**src/rtl/flow_pkg.sv**
```systemverilog
package flow_pkg;
  typedef enum logic [1:0] {B_PC, B_CBASE, B_REG, B_REGW} base_e;
  typedef enum logic [2:0] {O_LEN, O_D8, O_D10, O_D21, O_U8X4, O_D16X4, O_ZERO} off_e;

  typedef struct packed {
    logic  taken;
    logic  link;
    logic  tbl;
    base_e base;
    off_e  off;
  } dec_t;
endpackage

```
**src/rtl/flow_decode.sv**
```systemverilog
module flow_decode
  import flow_pkg::*;
(
  input  logic [15:0] hw_i,
  input  logic        long_i,
  input  logic        cond_i,
  output dec_t        dec_o
);
  logic is_acall, is_brs, is_rjmp, is_rcs, is_icall, is_brl, is_rcl, is_mcall;

  always_comb begin
    is_acall = !long_i && hw_i[15:12] == 4'hd && hw_i[3:0] == 4'h0;
    is_brs   = !long_i && hw_i[15:12] == 4'hc && !hw_i[3];
    is_rjmp  = !long_i && hw_i[15:12] == 4'hc && hw_i[3:2] == 2'b10;
    is_rcs   = !long_i && hw_i[15:12] == 4'hc && hw_i[3:2] == 2'b11;
    is_icall = !long_i && hw_i[15:4] == 12'h5d1;
    is_brl   =  long_i && hw_i[15:13] == 3'b111 && hw_i[8:5] == 4'b0100;
    is_rcl   =  long_i && hw_i[15:13] == 3'b111 && hw_i[8:5] == 4'b0101 && hw_i[3:0] == 4'h0;
    is_mcall =  long_i && hw_i[15:4] == 12'hf01;
  end

  always_comb begin
    dec_o = '{taken: 1'b0, link: 1'b0, tbl: 1'b0, base: B_PC, off: O_LEN};
    if (is_acall)
      dec_o = '{taken: 1'b1, link: 1'b1, tbl: 1'b0, base: B_CBASE, off: O_U8X4};
    else if (is_brs && cond_i)
      dec_o = '{taken: 1'b1, link: 1'b0, tbl: 1'b0, base: B_PC, off: O_D8};
    else if (is_rjmp)
      dec_o = '{taken: 1'b1, link: 1'b0, tbl: 1'b0, base: B_PC, off: O_D10};
    else if (is_rcs)
      dec_o = '{taken: 1'b1, link: 1'b1, tbl: 1'b0, base: B_PC, off: O_D10};
    else if (is_icall)
      dec_o = '{taken: 1'b1, link: 1'b1, tbl: 1'b0, base: B_REG, off: O_ZERO};
    else if (is_brl && cond_i)
      dec_o = '{taken: 1'b1, link: 1'b0, tbl: 1'b0, base: B_PC, off: O_D21};
    else if (is_rcl)
      dec_o = '{taken: 1'b1, link: 1'b1, tbl: 1'b0, base: B_PC, off: O_D21};
    else if (is_mcall)
      dec_o = '{taken: 1'b1, link: 1'b1, tbl: 1'b1, base: B_REGW, off: O_D16X4};
  end
endmodule

```
**src/rtl/flow_target.sv**
```systemverilog
module flow_target
  import flow_pkg::*;
#(
  parameter int AW = 32
) (
  input  logic [31:0]   instr_i,
  input  logic          long_i,
  input  logic [AW-1:0] pc_i,
  input  logic [AW-1:0] reg_val_i,
  input  logic [AW-1:0] call_base_i,
  input  dec_t          dec_i,
  output logic [AW-1:0] tgt_o
);
  localparam int DW21 = 21;
  logic [15:0]   hw, lo;
  logic [AW-1:0] base, off, sum;

  assign hw = instr_i[31:16];
  assign lo = instr_i[15:0];

  always_comb begin
    unique case (dec_i.base)
      B_CBASE: base = call_base_i;
      B_REG:   base = reg_val_i;
      B_REGW:  base = {reg_val_i[AW-1:2], 2'b00};
      default: base = pc_i;
    endcase
  end

  always_comb begin
    unique case (dec_i.off)
      O_D8:    off = {{(AW-9){hw[11]}}, hw[11:4], 1'b0};
      O_D10:   off = {{(AW-11){hw[1]}}, hw[1:0], hw[11:4], 1'b0};
      O_D21:   off = {{(AW-DW21-1){hw[12]}}, hw[12:9], hw[4], lo, 1'b0};
      O_U8X4:  off = {{(AW-10){1'b0}}, hw[11:4], 2'b00};
      O_D16X4: off = {{(AW-18){lo[15]}}, lo, 2'b00};
      O_ZERO:  off = '0;
      default: off = long_i ? AW'(4) : AW'(2);
    endcase
  end

  assign sum   = base + off;
  assign tgt_o = {sum[AW-1:1], 1'b0};
endmodule

```
**src/rtl/flow_npc.sv**
```systemverilog
module flow_npc
  import flow_pkg::*;
#(
  parameter int AW = 32
) (
  input  logic          clk_i,
  input  logic          rst_ni,
  input  logic [31:0]   instr_i,
  input  logic          long_i,
  input  logic [AW-1:0] pc_i,
  input  logic [AW-1:0] reg_val_i,
  input  logic [AW-1:0] call_base_i,
  input  logic          cond_i,
  output logic [3:0]    reg_idx_o,
  output logic [AW-1:0] npc_o,
  output logic          taken_o,
  output logic          link_we_o,
  output logic [AW-1:0] link_o,
  output logic          tbl_o
);
  dec_t          dec;
  logic [AW-1:0] tgt, nxt;

  assign reg_idx_o = instr_i[19:16];
  assign nxt       = pc_i + (long_i ? AW'(4) : AW'(2));

  flow_decode u_dec (
    .hw_i  (instr_i[31:16]),
    .long_i(long_i),
    .cond_i(cond_i),
    .dec_o (dec)
  );

  flow_target #(.AW(AW)) u_tgt (
    .instr_i    (instr_i),
    .long_i     (long_i),
    .pc_i       (pc_i),
    .reg_val_i  (reg_val_i),
    .call_base_i(call_base_i),
    .dec_i      (dec),
    .tgt_o      (tgt)
  );

  always_ff @(posedge clk_i or negedge rst_ni) begin
    if (!rst_ni) begin
      npc_o     <= '0;
      taken_o   <= 1'b0;
      link_we_o <= 1'b0;
      link_o    <= '0;
      tbl_o     <= 1'b0;
    end else begin
      npc_o     <= tgt;
      taken_o   <= dec.taken;
      link_we_o <= dec.link;
      link_o    <= nxt;
      tbl_o     <= dec.tbl;
    end
  end

  AST_NPC_EVEN: assert property (@(posedge clk_i) disable iff (!rst_ni)
    npc_o[0] == 1'b0);
  AST_TBL_IS_CALL: assert property (@(posedge clk_i) disable iff (!rst_ni)
    tbl_o |-> (link_we_o && taken_o));
  AST_LINK_NEEDS_TAKEN: assert property (@(posedge clk_i) disable iff (!rst_ni)
    link_we_o |-> taken_o);
  AST_FALLTHROUGH: assert property (@(posedge clk_i) disable iff (!rst_ni)
    ($past(rst_ni) && !taken_o) |-> npc_o == $past(pc_i) + ($past(long_i) ? AW'(4) : AW'(2)));
  AST_LINK_NEXT: assert property (@(posedge clk_i) disable iff (!rst_ni)
    ($past(rst_ni) && link_we_o) |-> link_o == $past(pc_i) + ($past(long_i) ? AW'(4) : AW'(2)));
endmodule

```
**config.mk**
```make
export PLATFORM = sky130hd
export DESIGN_NAME = flow_npc
export DESIGN_NICKNAME = d
export VERILOG_FILES = /design/src/rtl/flow_pkg.sv /design/src/rtl/flow_decode.sv /design/src/rtl/flow_target.sv /design/src/rtl/flow_npc.sv
export SDC_FILE = /design/constraint.sdc
export NUM_CORES = 1
export LEC_CHECK = 0
export BUFFER_PORTS_ARGS = -buffer_cell sky130_fd_sc_hd__buf_2
export CAP_MARGIN = 20
export CORE_ASPECT_RATIO = 1.75
export CORE_MARGIN = 10
export CORE_UTILIZATION = 53
export DETAILED_ROUTE_END_ITERATION = 12
export GPL_ROUTABILITY_DRIVEN = 0
export PLACE_DENSITY = 0.9
export SYNTH_ARGS = -nofsm -noshare
export SYNTH_HDL_FRONTEND = slang
export SYNTH_SLANG_ARGS = --single-unit
```
**constraint.sdc**
```tcl
create_clock -name clk_i -period 1.05 [get_ports clk_i]
set_input_delay 0.2625 -clock clk_i [delete_from_list [all_inputs] [get_ports clk_i]]
set_output_delay 0.2625 -clock clk_i [all_outputs]
set_load 0.03 [all_outputs]
```
==> results of run 1 <==
## stage by stage
step / instance area [um^2] / hold slack (ns)
after detailed placement: 7380 / 0.305
after global placement: 7380 / 0.297
after floorplan: 5120 / -0.0331
## synth_stat cells (3+ instances only)
library cell / number / area, um^2
sky130_fd_sc_hd__or3_1: 3 / 18.8
sky130_fd_sc_hd__and4_1: 3 / 26.3
sky130_fd_sc_hd__nand2b_1: 8 / 50.1
sky130_fd_sc_hd__o21bai_1: 5 / 37.5
sky130_fd_sc_hd__clkbuf_1: 7 / 26.3
sky130_fd_sc_hd__buf_4: 7 / 52.6
sky130_fd_sc_hd__a21oi_1: 33 / 165
sky130_fd_sc_hd__ha_1: 32 / 400
sky130_fd_sc_hd__buf_2: 3 / 15.0
sky130_fd_sc_hd__a21o_1: 10 / 75.1
sky130_fd_sc_hd__a222oi_1: 7 / 70.1
sky130_fd_sc_hd__a22oi_1: 30 / 225
sky130_fd_sc_hd__dfrtp_1: 66 / 1650
sky130_fd_sc_hd__nand4_1: 4 / 25.0
sky130_fd_sc_hd__o21a_1: 4 / 30.0
sky130_fd_sc_hd__a221o_1: 7 / 70.1
sky130_fd_sc_hd__xor2_1: 14 / 123
sky130_fd_sc_hd__and2_1: 5 / 31.3
sky130_fd_sc_hd__nor2_1: 28 / 105
sky130_fd_sc_hd__o21ai_1: 4 / 20.0
sky130_fd_sc_hd__nor2b_1: 6 / 37.5
sky130_fd_sc_hd__inv_1: 10 / 37.5
sky130_fd_sc_hd__a31oi_1: 4 / 25.0
sky130_fd_sc_hd__nand2_1: 106 / 398
sky130_fd_sc_hd__nand3_1: 15 / 75.1
sky130_fd_sc_hd__and3_1: 11 / 68.8
sky130_fd_sc_hd__xnor2_1: 42 / 368
sky130_fd_sc_hd__nor3_1: 6 / 30.0
sky130_fd_sc_hd__o21ai_0: 14 / 70.1
## cells by family after synthesis
logic type / Yosys count / share of synthesized area
AO/OA/AOI/OAI: 142 / 0.211
flip-flops: 66 / 0.345
AND/OR/NAND/NOR: 209 / 0.210
adder cells (fa/ha/maj): 34 / 0.0921
multiplexers: 2 / 0.00419
XOR/XNOR: 57 / 0.106
buffers and inverters: 29 / 0.0306
other: 1 / 0.000784
==> impl_metrics.csv, run 1 <==
group,metric,value,unit
yosys,register_area_share_after_synthesis,0.345,
outcome,run_status,"aborted with a tool error",
die,row_count,45,
yosys,syn-cell-area,0.00478,mm^2
die,fp.dieW,91.8,um
yosys,synth-seq-cells,66,
cts,cts_post_setup_buffers_inserted,58,
die,pin_count,203,
cts,numClockSinks,66,
yosys,synthesis.instances,540,
die,die_h,146,um
outcome,toolErrorMsg,"[ERROR DPL-0038] Utilization greater than 100%, impossible to legalize",
die,start_util,0.548,
yosys,async_flop_share,1.00,
placement,dp_slack,-2.80,ns
yosys,syn_nets,706,
yosys,yosys_most_used_dff,"sky130_fd_sc_hd__dfrtp_1",
placement,place.detailed.hpwl,18200,um
yosys,synth.distinct_cells,64,
cts,h-tree-depth,3,
yosys,synth_enable_flop_cells,0,
cts,ctsRootBufferMaster,"sky130_fd_sc_hd__clkbuf_16",
yosys,ys_warns,0,
placement,numPortBuffers,199,
cts,holdBufCountCts,1,
cts,clock_tree.buffer_depth,2,
cts,cts_resized,328,
yosys,syn_area_per_cell,8.86,um^2
placement,place_inst,999,
cts,cts_buffers,9,
outcome,failing_step,"4_1_cts",
==> run 2: changes to the inputs <==
- CORE_ASPECT_RATIO: 1.75 -> unset
- CORE_UTILIZATION: 53 -> 38
- PLACE_DENSITY: 0.9 -> unset
- PLACE_DENSITY_LB_ADDON: unset -> 0.15
==> impl_metrics.csv, run 2 <==
group,metric,value,unit
power,netSwitchingFraction,0.316,
yosys,yosysMostFrequentCell,"sky130_fd_sc_hd__nand2_1",
critical_path,worst-endpoint-required,1.32,ns
job,drv.max_cap_violation_count,0,
layout,finalNetCount,1114,
power,peakVddDrop,0.000602,V
yosys,async_flop_share,1.00,
yosys,register_area_share_after_synthesis,0.345,
route,avgViaCountPerCell,5.50,
route,vias,6173,
cts,numClockSinks,66,
cts,h-tree-depth,3,
yosys,synthesis.instances,540,
layout,post-route-cell-area,0.00961,mm^2
layout,multi_input_comb_area,0.00410,mm^2
yosys,syn_area_per_cell,8.86,um^2
placement,place.detailed.hpwl,15800,um
yosys,syn_nets,706,
yosys,ys_warns,0,
critical_path,family_of_cells_with_the_greatest_summed_delay_on_the_critical_path,"compound AO/OA/AOI/OAI gates",
timing,layout_min_cycle_time,3.30,ns
power,total_switching_power,0.00271,W
cts,clk_pin_slew_worst_paths,0.06,ns
layout,final_cell_mix,"sky130_fd_sc_hd__buf_4, sky130_fd_sc_hd__buf_2, sky130_fd_sc_hd__buf_6, sky130_fd_sc_hd__nand2_1, sky130_fd_sc_hd__dfrtp_1",
timing,post-route-period-util,3.14,
timing,timing.final.setup_violations,130,
yosys,syn-cell-area,0.00478,mm^2
global_routing,vias_in_the_first_global_route,6431,
critical_path,cp-end-kind,"flop",
layout,layout_top_registers,"link_o: 32 flops, npc_o: 31 flops",
die,start_util,0.393,
layout,max_flop_register,"link_o",
critical_path,critPathLaunch,"instr_i[31]",
route,route.detailed.drc,0,
critical_path,critical-path-slowest-cell,"sky130_fd_sc_hd__o41ai_2",
route,initialDrtViolationCount,401,
yosys,synth.distinct_cells,64,
critical_path,worst-path-buf-inv,5,
route,drt_pass1_iterations,8,
global_routing,globalRoute.totalOverflow,0,
yosys,synth-seq-cells,66,
critical_path,critical_path_peak_fanout,6,
route,antenna_violating_nets_post_route,0,
power,power.density,893,mW/mm^2
timing,unrepaired_setup_endpoints_after_global_routing,"yes",
cts,clock_tree.buffer_depth,2,
die,pin_count,203,
route,wl,23700,um
yosys,synth_commonest_cells,"sky130_fd_sc_hd__nand2_1, sky130_fd_sc_hd__dfrtp_1, sky130_fd_sc_hd__xnor2_1, sky130_fd_sc_hd__a21oi_1, sky130_fd_sc_hd__ha_1",
die,row_count,40,
global_routing,grtUsageTotal,0.243,
cts,ctsRootBufferMaster,"sky130_fd_sc_hd__clkbuf_16",
die,dieArea,0.0175,mm^2
timing,final-hold-violation-count,0,
layout,largest_register_ffs,32,
critical_path,critPathLaunchType,"input port",
power,total_leakage_power,4.74,nW
global_routing,grt_max_degree,67,
yosys,synth_top_cell_area_share,0.345,
timing,worst_hold_slack,0.0254,ns
die,fp.dieW,132,um
layout,utilization,0.790,
hold_path,hold_path_class,"input port to flop",
layout,synth_to_layout_area_growth,101,%
power,share_clk_of_total_power,0.352,
layout,leading_cell_type_in_the_layout_fill_and_taps_excluded,"sky130_fd_sc_hd__buf_4",
timing,slew_violations,0,
die,die_h,132,um
timing,max_clock_freq,303,MHz
yosys,synth_enable_flop_cells,0,
route,wire_per_inst,21.1,um
yosys,yosys-top-cells-area,"sky130_fd_sc_hd__dfrtp_1, sky130_fd_sc_hd__ha_1, sky130_fd_sc_hd__nand2_1",
critical_path,crit_chain,"buf_6, buf_4, nand4b_1, nor3_4, buf_6, nor3_4, buf_12, buf_8, nand2_4, nand2_4, ha_4, a21oi_4, o32ai_4, o41ai_2, o21ai_2, a211o_1, a21o_1, a21oi_2, xnor2_1",
placement,dp_slack,-2.63,ns
power,power.total,0.00858,W
yosys,synth_area_leader_cell,"sky130_fd_sc_hd__dfrtp_1",
die,design.core.area,0.0122,mm^2
layout,final.fill_count,747,
hold_path,worst_hold_startpoint,"pc_i[0]",
outcome,run_status,"finished, violations left",
layout,area.sequential,0.00165,mm^2
power,internal-power,0.00587,W
cts,cts_tree,"yes",
layout,layout-drive-gt1-share,0.635,
placement,placement_stage_cell_area,0.00751,mm^2
cts,cts_buffers,9,
critical_path,timing.critical_path.slowest_cell_delay,0.36,ns
timing,final_critical_path_setup_slack,-2.25,ns
power,comb_power_share,0.320,
global_routing,initial_antenna_violation_count,2,
placement,numPortBuffers,199,
outcome,violations,"negative setup slack",
critical_path,timing.setup.critical_path_class,"input port to flop",
global_routing,grt_pass1_wl,34200,um
critical_path,worstPathArrival,3.56,ns
power,power_frac_seq,0.328,
yosys,yosys_most_used_dff,"sky130_fd_sc_hd__dfrtp_1",
run 2: cell counts after synthesis:
Identical to the previous run, type by type.
run 2: final timing paths:
kind	cells past startpoint	slack, ns	endpoint
worst max-delay path	19	-2.25	npc_o[24]
min in group asynchronous	3	0.47	npc_o[9]
max in group asynchronous	3	0.29	link_o[22]
worst min-delay path	1	0.03	link_o[0]
run 2: cell type report:
type	instances	share of cell area
multi-input combinational	447	0.427
timing repair buffer	414	0.344
clock inverter	6	0.00599
clock buffer	10	0.0238
inverter	10	0.00560
sequential	66	0.172
tap	168	0.0219
antenna	1	0.000260
run 2: cells by family (layout without fill, tap and decap cells):
group	after synthesis	in the layout	share of synthesized area
AND/OR/NAND/NOR	209	211	0.210
AO/OA/AOI/OAI	142	142	0.211
flip-flops	66	66	0.345
XOR/XNOR	57	57	0.106
adder cells (fa/ha/maj)	34	34	0.0921
buffers and inverters	29	440	0.0306
multiplexers	2	2	0.00419
other	1	2	0.000784
run 2: power groups by stage:
| stage | Clock [W] | Sequential (W) | Combinational, W |
|---|---|---|---|
| finish | 0.00302 | 0.00281 | 0.00274 |
| global route | 0.00316 | 0.00283 | 0.00289 |
| CTS | 0.00304 | 0.00281 | 0.00257 |
| detailed placement | 0 | 0.00281 | 0.00209 |
| global placement | 0 | 0.00280 | 0.00206 |
| floorplan | 0 | 0.00319 | 0.000591 |
run 2: metal layers:
metal	global-route usage	routed length, um
met4	0.107	1020
met3	0.0736	2040
met2	0.417	11800
met1	0.271	8780
met5	0	12
run 2: through the flow:
stage | instances | setup TNS (ns)
after global placement | 1058 | -93.18
final | 1122 | -78.58
after CTS | 1119 | -76.05
after global routing | 1122 | -85.22
after detailed placement | 1058 | -95.61
after floorplan | 540 | -68.96
run 2: repair_timing:
item                                    in CTS  in global routing
endpoints found under the setup margin     130                130
cloned                                       3                  0
pin swaps                                   95                 58
endpoints found under the hold margin       66                  0
setup buffers                               45                 18
resized for setup                          285                 79
hold buffers                                 1                  0
(Power assumes the default switching activity.)
